<file path="src/rtl/vfd_cmd_pkg.sv">
package vfd_cmd_pkg;

  typedef enum logic [3:0] {
    OP_CCODE  = 4'h1,
    OP_GLYPH  = 4'h2,
    OP_SYM    = 4'h3,
    OP_PORT   = 4'h4,
    OP_DUTY   = 4'h5,
    OP_DIGITS = 4'h6,
    OP_LIGHT  = 4'h7,
    OP_TEST   = 4'h8
  } opcode_e;

  typedef enum logic [1:0] {
    MODE_CMD,
    MODE_CCODE,
    MODE_GLYPH,
    MODE_SYM
  } mode_e;

  localparam logic [1:0] LIGHT_RST = 2'b01;

endpackage

</file>
<file path="src/rtl/vfd_serial_rx.sv">
module vfd_serial_rx #(
  parameter  int SYNC_STAGES = 2,
  parameter  int BYTE_W      = 8,
  localparam int CNT_W       = $clog2(BYTE_W)
) (
  input  logic              clk_i,
  input  logic              rst_ni,
  input  logic              cs_ni,
  input  logic              sclk_i,
  input  logic              sdat_i,
  output logic              byte_vld_o,
  output logic [BYTE_W-1:0] byte_o,
  output logic              frame_end_o
);

  logic [SYNC_STAGES-1:0] cs_sync, sclk_sync, sdat_sync;
  logic                   cs_s, sclk_s, sdat_s;
  logic                   cs_q, sclk_q;
  logic                   cs_rise, sclk_rise;
  logic [BYTE_W-1:0]      shreg, shift_nxt;
  logic [CNT_W-1:0]       cnt;

  always_ff @(posedge clk_i or negedge rst_ni) begin
    if (!rst_ni) begin
      cs_sync   <= '1;
      sclk_sync <= '1;
      sdat_sync <= '0;
    end else begin
      cs_sync   <= {cs_sync[SYNC_STAGES-2:0], cs_ni};
      sclk_sync <= {sclk_sync[SYNC_STAGES-2:0], sclk_i};
      sdat_sync <= {sdat_sync[SYNC_STAGES-2:0], sdat_i};
    end
  end

  assign cs_s      = cs_sync[SYNC_STAGES-1];
  assign sclk_s    = sclk_sync[SYNC_STAGES-1];
  assign sdat_s    = sdat_sync[SYNC_STAGES-1];
  assign cs_rise   = cs_s & ~cs_q;
  assign sclk_rise = sclk_s & ~sclk_q;
  assign shift_nxt = {sdat_s, shreg[BYTE_W-1:1]};  // LSB first
  assign byte_o    = shreg;

  always_ff @(posedge clk_i or negedge rst_ni) begin
    if (!rst_ni) begin
      cs_q        <= 1'b1;
      sclk_q      <= 1'b1;
      shreg       <= '0;
      cnt         <= '0;
      byte_vld_o  <= 1'b0;
      frame_end_o <= 1'b0;
    end else begin
      cs_q        <= cs_s;
      sclk_q      <= sclk_s;
      byte_vld_o  <= 1'b0;
      frame_end_o <= 1'b0;
      if (cs_s) begin
        cnt         <= '0;  // partial byte dropped
        frame_end_o <= cs_rise && (cnt == '0);
      end else if (sclk_rise) begin
        shreg <= shift_nxt;
        if (cnt == CNT_W'(BYTE_W - 1)) begin
          cnt        <= '0;
          byte_vld_o <= 1'b1;
        end else begin
          cnt <= cnt + 1'b1;
        end
      end
    end
  end

endmodule

</file>
<file path="src/rtl/vfd_cmd_fsm.sv">
module vfd_cmd_fsm
  import vfd_cmd_pkg::*;
#(
  parameter  int CC_DEPTH    = 16,
  parameter  int GLYPH_DEPTH = 8,
  parameter  int SYM_DEPTH   = 16,
  parameter  int GLYPH_COLS  = 5,
  parameter  int GLYPH_ROWS  = 7,
  parameter  int SYM_W       = 2,
  localparam int CC_AW       = $clog2(CC_DEPTH),
  localparam int GL_AW       = $clog2(GLYPH_DEPTH),
  localparam int SYM_AW      = $clog2(SYM_DEPTH),
  localparam int COL_W       = $clog2(GLYPH_COLS)
) (
  input  logic                  clk_i,
  input  logic                  rst_ni,
  input  logic                  byte_vld_i,
  input  logic [7:0]            byte_i,
  input  logic                  frame_end_i,
  output logic                  ccode_we_o,
  output logic [CC_AW-1:0]      ccode_addr_o,
  output logic [7:0]            ccode_data_o,
  output logic                  glyph_we_o,
  output logic [GL_AW-1:0]      glyph_addr_o,
  output logic [COL_W-1:0]      glyph_col_o,
  output logic [GLYPH_ROWS-1:0] glyph_data_o,
  output logic                  sym_we_o,
  output logic [SYM_AW-1:0]     sym_addr_o,
  output logic [SYM_W-1:0]      sym_data_o,
  output logic [1:0]            port_o,
  output logic [2:0]            duty_o,
  output logic [2:0]            digits_o,
  output logic [1:0]            light_o,
  output logic                  test_o
);

  mode_e             mode_q;
  logic [CC_AW-1:0]  cc_addr_q;
  logic [GL_AW-1:0]  gl_addr_q;
  logic [SYM_AW-1:0] sym_addr_q;
  logic [COL_W-1:0]  col_q;
  logic [3:0]        op;

  assign op = byte_i[7:4];

  always_ff @(posedge clk_i or negedge rst_ni) begin
    if (!rst_ni) begin
      mode_q       <= MODE_CMD;
      cc_addr_q    <= '0;
      gl_addr_q    <= '0;
      sym_addr_q   <= '0;
      col_q        <= '0;
      ccode_we_o   <= 1'b0;
      ccode_addr_o <= '0;
      ccode_data_o <= '0;
      glyph_we_o   <= 1'b0;
      glyph_addr_o <= '0;
      glyph_col_o  <= '0;
      glyph_data_o <= '0;
      sym_we_o     <= 1'b0;
      sym_addr_o   <= '0;
      sym_data_o   <= '0;
      port_o       <= '0;
      duty_o       <= '0;
      digits_o     <= '0;
      light_o      <= LIGHT_RST;
      test_o       <= 1'b1;
    end else begin
      ccode_we_o <= 1'b0;
      glyph_we_o <= 1'b0;
      sym_we_o   <= 1'b0;
      if (byte_vld_i) begin
        case (mode_q)
          MODE_CCODE: begin
            ccode_we_o   <= 1'b1;
            ccode_addr_o <= cc_addr_q;
            ccode_data_o <= byte_i;
            cc_addr_q    <= cc_addr_q + 1'b1;
          end
          MODE_SYM: begin
            sym_we_o   <= 1'b1;
            sym_addr_o <= sym_addr_q;
            sym_data_o <= byte_i[SYM_W-1:0];
            sym_addr_q <= sym_addr_q + 1'b1;
          end
          MODE_GLYPH: begin
            glyph_we_o   <= 1'b1;
            glyph_addr_o <= gl_addr_q;
            glyph_col_o  <= col_q;
            glyph_data_o <= byte_i[GLYPH_ROWS-1:0];
            if (col_q == COL_W'(GLYPH_COLS - 1)) begin
              col_q     <= '0;
              gl_addr_q <= gl_addr_q + 1'b1;
            end else begin
              col_q <= col_q + 1'b1;
            end
          end
          default: begin
            case (op)
              OP_CCODE: begin
                mode_q    <= MODE_CCODE;
                cc_addr_q <= byte_i[CC_AW-1:0];
              end
              OP_GLYPH: begin
                mode_q    <= MODE_GLYPH;
                gl_addr_q <= byte_i[GL_AW-1:0];
                col_q     <= '0;
              end
              OP_SYM: begin
                mode_q     <= MODE_SYM;
                sym_addr_q <= byte_i[SYM_AW-1:0];
              end
              OP_PORT:   port_o   <= byte_i[1:0];
              OP_DUTY:   duty_o   <= byte_i[2:0];
              OP_DIGITS: digits_o <= byte_i[2:0];
              OP_LIGHT:  light_o  <= byte_i[1:0];
              OP_TEST:   if (byte_i[2:0] == 3'b000) test_o <= 1'b0;
              default: ;
            endcase
          end
        endcase
      end else if (frame_end_i) begin
        mode_q <= MODE_CMD;
        col_q  <= '0;
      end
    end
  end

endmodule

</file>
<file path="src/rtl/vfd_cmd_decoder.sv">
module vfd_cmd_decoder #(
  parameter  int SYNC_STAGES = 2,
  parameter  int CC_DEPTH    = 16,
  parameter  int GLYPH_DEPTH = 8,
  parameter  int SYM_DEPTH   = 16,
  parameter  int GLYPH_COLS  = 5,
  parameter  int GLYPH_ROWS  = 7,
  parameter  int SYM_W       = 2,
  localparam int CC_AW       = $clog2(CC_DEPTH),
  localparam int GL_AW       = $clog2(GLYPH_DEPTH),
  localparam int SYM_AW      = $clog2(SYM_DEPTH),
  localparam int COL_W       = $clog2(GLYPH_COLS)
) (
  input  logic                  clk_i,
  input  logic                  rst_ni,
  input  logic                  cs_ni,
  input  logic                  sclk_i,
  input  logic                  sdat_i,
  output logic                  ccode_we_o,
  output logic [CC_AW-1:0]      ccode_addr_o,
  output logic [7:0]            ccode_data_o,
  output logic                  glyph_we_o,
  output logic [GL_AW-1:0]      glyph_addr_o,
  output logic [COL_W-1:0]      glyph_col_o,
  output logic [GLYPH_ROWS-1:0] glyph_data_o,
  output logic                  sym_we_o,
  output logic [SYM_AW-1:0]     sym_addr_o,
  output logic [SYM_W-1:0]      sym_data_o,
  output logic [1:0]            port_o,
  output logic [2:0]            duty_o,
  output logic [2:0]            digits_o,
  output logic [1:0]            light_o,
  output logic                  test_o
);

  logic       byte_vld;
  logic [7:0] rx_byte;
  logic       frame_end;

  vfd_serial_rx #(
    .SYNC_STAGES (SYNC_STAGES),
    .BYTE_W      (8)
  ) u_rx (
    .clk_i       (clk_i),
    .rst_ni      (rst_ni),
    .cs_ni       (cs_ni),
    .sclk_i      (sclk_i),
    .sdat_i      (sdat_i),
    .byte_vld_o  (byte_vld),
    .byte_o      (rx_byte),
    .frame_end_o (frame_end)
  );

  vfd_cmd_fsm #(
    .CC_DEPTH    (CC_DEPTH),
    .GLYPH_DEPTH (GLYPH_DEPTH),
    .SYM_DEPTH   (SYM_DEPTH),
    .GLYPH_COLS  (GLYPH_COLS),
    .GLYPH_ROWS  (GLYPH_ROWS),
    .SYM_W       (SYM_W)
  ) u_fsm (
    .clk_i        (clk_i),
    .rst_ni       (rst_ni),
    .byte_vld_i   (byte_vld),
    .byte_i       (rx_byte),
    .frame_end_i  (frame_end),
    .ccode_we_o   (ccode_we_o),
    .ccode_addr_o (ccode_addr_o),
    .ccode_data_o (ccode_data_o),
    .glyph_we_o   (glyph_we_o),
    .glyph_addr_o (glyph_addr_o),
    .glyph_col_o  (glyph_col_o),
    .glyph_data_o (glyph_data_o),
    .sym_we_o     (sym_we_o),
    .sym_addr_o   (sym_addr_o),
    .sym_data_o   (sym_data_o),
    .port_o       (port_o),
    .duty_o       (duty_o),
    .digits_o     (digits_o),
    .light_o      (light_o),
    .test_o       (test_o)
  );

endmodule

</file>
<file path="config.mk">
export PLATFORM = sky130hd
export DESIGN_NAME = vfd_cmd_decoder
export DESIGN_NICKNAME = d
export VERILOG_FILES = /design/src/rtl/vfd_cmd_pkg.sv /design/src/rtl/vfd_serial_rx.sv /design/src/rtl/vfd_cmd_fsm.sv /design/src/rtl/vfd_cmd_decoder.sv
export SDC_FILE = /design/constraint.sdc
export NUM_CORES = 1
export LEC_CHECK = 0
export ABC_AREA = 1
export BUFFER_PORTS_ARGS = -buffer_cell sky130_fd_sc_hd__buf_2
export CAP_MARGIN = 25
export CORE_AREA = 5 5 82 84
export DETAILED_ROUTE_END_ITERATION = 12
export DIE_AREA = 0 0 87 89
export GPL_TIMING_DRIVEN = 0
export PLACE_DENSITY = 0.88
export SLEW_MARGIN = 20
export SYNTH_ARGS = -nofsm -noshare
export SYNTH_HDL_FRONTEND = slang
export SYNTH_SLANG_ARGS = --single-unit
</file>
<file path="constraint.sdc">
create_clock -name clk_i -period 3.09 [get_ports clk_i]
set_input_delay 0.309 -clock clk_i [delete_from_list [all_inputs] [get_ports clk_i]]
set_output_delay 0.309 -clock clk_i [all_outputs]
set_load 0.05 [all_outputs]
</file>
Yosys cells after proc, flatten, opt, wreduce, memory -nomap -nowiden
Index checks and enable logic that the tools add are counted.
{"block": "word_totals", "output_inout_bits": 45, "register_bits": 82, "elab_cells": 116, "input_bits": 5}
{"block": "classes", "add_sub_neg": 5, "reduce_logical": 26, "mux": 29, "bitwise_logic": 9, "n_eq_ne": 18}
{"operator": "two-way mux 3 bit", "count": 9}
{"operator": "AND reduction 3 bit", "count": 8}
{"operator": "equality test 4 x 3 -> 1 bit (second input constant)", "count": 4}
{"operator": "case mux 4 bit (2 select lines)", "count": 2}
{"operator": "case mux 3 bit (2 select lines)", "count": 2}
{"operator": "two-way mux 1 bit", "count": 10}
{"operator": "nonzero test 2 bit", "count": 5}
{"operator": "adder 3 x 1 -> 3 bit (second input constant)", "count": 3}
{"operator": "adder 4 x 1 -> 4 bit (second input constant)", "count": 2}
{"operator": "equality test 4 x 2 -> 1 bit (second input constant)", "count": 2}
{"operator": "two-way mux 4 bit", "count": 2}
{"operator": "AND reduction 2 bit", "count": 4}
{"operator": "AND reduction 4 bit", "count": 2}
{"operator": "inverter 1 bit", "count": 7}
{"operator": "equality test 3 bit (second input constant)", "count": 2}
{"operator": "logical NOT 3 bit", "count": 2}
{"operator": "two-way mux 2 bit", "count": 3}
{"operator": "case mux 2 bit (3 select lines)", "count": 1}
{"operator": "OR reduction 2 bit", "count": 3}
{"operator": "equality test 2 bit (second input constant)", "count": 2}
{"operator": "equality test 4 x 1 -> 1 bit (second input constant)", "count": 1}
{"operator": "equality test 4 bit (second input constant)", "count": 1}
{"operator": "!= test 2 bit (second input constant)", "count": 2}
{"operator": "!= test 4 x 1 -> 1 bit (second input constant)", "count": 1}
{"operator": "6 further kinds", "count": 7}

Longest topological paths before layout
{"block": "depth", "ltp_word": 4, "ltp_mapped": 9, "ltp_nobuf": 8}

Modules after synthesis
A second synthesis with hierarchy kept.
{"block": "hier_totals", "cells_unflattened": 395, "hier_area_um2": 3544.6}
{"mod": "vfd_cmd_fsm", "seq_area_each_um2": 1529.0, "cells_each": 323, "area_each_um2": 2736.4, "n_inst": 1}
{"mod": "vfd_serial_rx", "seq_area_each_um2": 533.0, "cells_each": 72, "area_each_um2": 808.3, "n_inst": 1}

Worst setup path after synthesis
No wires, ideal clock.
{"block": "synth_timing", "kind": "reg-to-reg", "from": "reg u_fsm.mode_q[0]", "to": "reg u_fsm.gl_addr_q[2]", "path_slack_ns": 1.724, "path_buffers": 1, "synth_period_minus_slack_ns": 1.366, "stages_incl_launch_ff": 9, "required_ns": 2.973, "t_arrival_ns": 1.248, "setup_time_ns": 0.117, "path_cell_list": "dfrtp_1 ha_1 buf_2 inv_4 nand3_1 a21oi_2 nand2_1 nand2_1 nand2_1"}
{"block": "synth_between", "elab_chain_cells": 4, "elab_cells_between_ends": 9, "classes_between": "eq/ne (4); mux (1); bitwise (1); reduce/logical (3)"}
{"element": "start: declaration", "line_no": "vfd_cmd_fsm.sv:37", "text": "mode_e mode_q;"}
{"element": "start signal: assignment", "line_no": "vfd_cmd_fsm.sv:48", "text": "mode_q <= MODE_CMD;"}
{"element": "start signal: assignment", "line_no": "vfd_cmd_fsm.sv:101", "text": "mode_q <= MODE_CCODE;"}
{"element": "start signal: assignment", "line_no": "vfd_cmd_fsm.sv:105", "text": "mode_q <= MODE_GLYPH;"}
{"element": "equality test 2 x 1 -> 1 bit or equality test 2 bit (tied branches)", "line_no": "vfd_cmd_fsm.sv:73", "text": "case (mode_q)"}
{"element": "OR reduction 2 bit (no source line)"}
{"element": "inverter 1 bit (no source line)"}
{"element": "AND reduction 4 bit (no source line)"}
{"element": "end signal: assignment", "line_no": "vfd_cmd_fsm.sv:93", "text": "gl_addr_q <= gl_addr_q + 1'b1;"}
{"element": "end signal: assignment", "line_no": "vfd_cmd_fsm.sv:106", "text": "gl_addr_q <= byte_i[GL_AW-1:0];"}
{"element": "end: declaration", "line_no": "vfd_cmd_fsm.sv:39", "text": "logic [GL_AW-1:0] gl_addr_q;"}
Parallel ways exist; a longest one is shown, timed or not.
A chain may end at the register's enable or synchronous reset.

Worst setup path in the final report
{"block": "layout_timing", "from": "reg u_fsm.mode_q[1]", "to": "reg u_fsm.gl_addr_q[0]"}
Same word-level chain as after synthesis.

==> out/qor.csv <==
metric,value,unit
top cell type's share of synthesized area,53.2,%
crit-path leading delay family,simple AND/OR/NAND/NOR gates,
Die W,87,um
Post-Syn Nets,399,
via/cell ratio,5.20,
post-CTS sizing,0,
routed len/inst,13.7,um
clock root cell,clkbuf_8,
CP Buf/Inv Count,2,
Slew Limit Headroom,66.6,%
"top cells by count, synth","nand2_1, dfrtp_1, o21ai_0, inv_1, nand3_1",
share of cells above drive strength 1,20.3,%
Final Setup Violations,0,
slew at the pin closest to its max-slew limit,502,ps
pin count of the biggest net entering global routing,57,
CP max-delay cell,dfrtp_1,
placer's final routability congestion estimate,0.891,
antenna cells,0,
DIE HEIGHT,89,um
max-slew violation count,0,
"top cells by area, synth","dfrtp_1, nand2_1, o21ai_0, dfstp_2, ha_1",
DP Cell Count,507,
post-route clock period utilization,55.7,%
status,completed,
Max rail drop VDD,0.348,mV
Post-synth EDFFs,0,
Setup Skew,12.0,ps
clk sinks,82,
sequential share of the synthesized area,59.3,%
Max Freq,0.581,GHz
Reg2Reg Depth,8,
CTS tree,yes,
"Max FO, Critical Path",7,
Yosys reg bits,82,
PwrDens,526,mW/mm2
CP Data Arrival Time,1970,ps
DP Area,0.00385,mm2
"Reg clk slew, reported paths",80,ps
Syn Inst Count,382,
PortBufs,49,
hold path depth,1,
Synth Warn #,0,
vias,2726,
post-route setup TNS,0,ps
core box area,0.00585,mm2
most numerous cell in the Yosys netlist,nand2_1,
initial core utilization,59.5,%
CP startpoint,u_fsm.mode_q[1]$_DFFE_PN0P_,
Final Non-Filler Cells,524,
Yosys cell types,27,
vias in the first global route,2786,
TritonCTS buffer count,9,
hold_sp,sclk_i,
minimum clock period,1720,ps
CP max stage delay,400,ps
Post-Syn Area per Cell,9.11,um2
share of flip-flops with an asynchronous set or reset,100,%
clock latency on the worst-skew pair,360,ps
RSZ-0062 raised after global routing,no,
initial DRC count,163,
Syn-to-layout area delta,17.2,%
CTS Buffer Depth,2,
FF-to-FF Start,u_fsm.mode_q[1]$_DFFE_PN0P_,
die area,0.00774,mm2
grt ovf,0,
LEAKAGE,0.00214,uW
gr usage total,21.0,%
Routed Antenna Nets,0,
Worst Hold Class,input port to register,
DRT Pass-1 Iters,4,
Post-DP HPWL,5170,um
Levels on crit path,8,
io pins,50,
WS Path Type,register to register,
Yosys top cell by area,dfrtp_1,
post-route cell area,0.00408,mm2
CP Cell Sequence,inv_1 -> ha_1 -> inv_1 -> nand3_1 -> a21oi_2 -> nand2_1 -> nand2_1 -> nand2_1,
post-layout util,69.7,%
"wirelength, routed",7180,um
initial antenna violation count,0,
WHS,48.8,ps
Worst Path Required,3340,ps
final hold violation count,0,
Critical Path End Type,register,
ys flop type,dfrtp_1,
crit path launch type,register,
Residual DRC,0,
Syn Std Cell Area,0.00348,mm2
final net count,461,
max_cap viols,0,
"Top cell by count, worst path",nand2_1,
number of cell rows,28,
first-pass GRT wire length,12400,um
H-tree depth,3,
## flip-flops by register name, summed over array words and instances, names as in the netlist, 2 cells and up
signal,cells
u_rx.sdat_sync,2
u_fsm.glyph_data_o,7
u_fsm.digits_o,3
u_fsm.col_q,3
u_fsm.mode_q,2
u_fsm.sym_data_o,2
u_rx.byte_o,8
u_rx.sclk_sync,2
u_fsm.gl_addr_q,3
u_fsm.sym_addr_q,4
u_fsm.ccode_addr_o,4
u_fsm.port_o,2
u_fsm.duty_o,3
u_rx.cnt,3
u_fsm.glyph_addr_o,3
u_fsm.ccode_data_o,8
u_fsm.cc_addr_q,4
u_fsm.light_o,2
u_rx.cs_sync,2
u_fsm.glyph_col_o,3
u_fsm.sym_addr_o,4
## final cells by class
cell class              instances  area, um2
well taps                      75       93.8
fillers                       429       1770
flip-flops and latches         82       2060
multi-input cells             251       1210
inverters                      38        145
plain buffers                  11       57.6
clock buffers                  12        145
repair buffers                 51        285
clock inverters                 4       75.1
## metal layers
layer,global-route usage [%],vias to the layer above,wire length [um]
met3,4.52,12,413
li1,-,1343,-
met4,9.92,0,132
met1,24.6,1303,2910
met2,37.0,68,3720
met5,0,-,0
## timing repair
action,in CTS,in global routing
hold buffers,1,0
buffers inserted,0,0
hold endpoints to repair,25,0
## stage by stage
stage               setup WS, ps  total power, uW
floorplan                   1720             1240
global route                1240             2240
CTS                         1420             2160
finish                      1370             2150
detailed placement          1450             1310
global placement            1180             1300
## report_power, final
group	leakage, uW	total (uW)	switching, uW	internal, uW
Combinational	0.000928	158	120	38.2
Sequential	0.00111	1130	29.2	1110
Clock	0.000103	853	375	478
Total	0.00214	2150	524	1620
## cell families (layout without fill, tap and decap cells)
| family | Yosys count | in the layout | share of synthesized area (%) |
|---|---|---|---|
| AO/OA/AOI/OAI | 66 | 66 | 9.96 |
| XOR/XNOR | 1 | 1 | 0.252 |
| adder cells (fa/ha/maj) | 12 | 12 | 4.32 |
| buffers and inverters | 49 | 116 | 5.83 |
| flip-flops | 82 | 82 | 59.3 |
| AND/OR/NAND/NOR | 172 | 172 | 20.4 |
## cells in the final DEF (no fill, tap or decap), drive strengths merged
cell         synthesis  final
a21oi                3      3
a31oi                1      1
buf                  7     57
bufinv               0      2
clkbuf               4     16
clkinvlp             0      2
dfrtp               74     74
dfstp                8      8
dlygate4sd3          0      1
ha                  12     12
inv                 38     38
nand2              133    133
nand3               20     20
nand4                2      2
nor2                10     10
nor3                 5      5
o21ai               62     62
or2                  2      2
xnor2                1      1
## worst paths after layout
kind,slack [ps],endpoint
hold reg to reg,350,u_rx.sdat_sync[1]$_DFF_PN0_
hold / removal,50,u_rx.sclk_sync[0]$_DFF_PN1_
max in group asynchronous,2050,u_rx.cs_sync[0]$_DFF_PN1_
setup / recovery,1370,u_fsm.gl_addr_q[0]$_DFFE_PN0P_
min in group asynchronous,400,u_fsm.sym_addr_q[3]$_DFFE_PN0P_
setup reg to reg,1370,u_fsm.gl_addr_q[0]$_DFFE_PN0P_
Power figures use the tool's default switching activity.
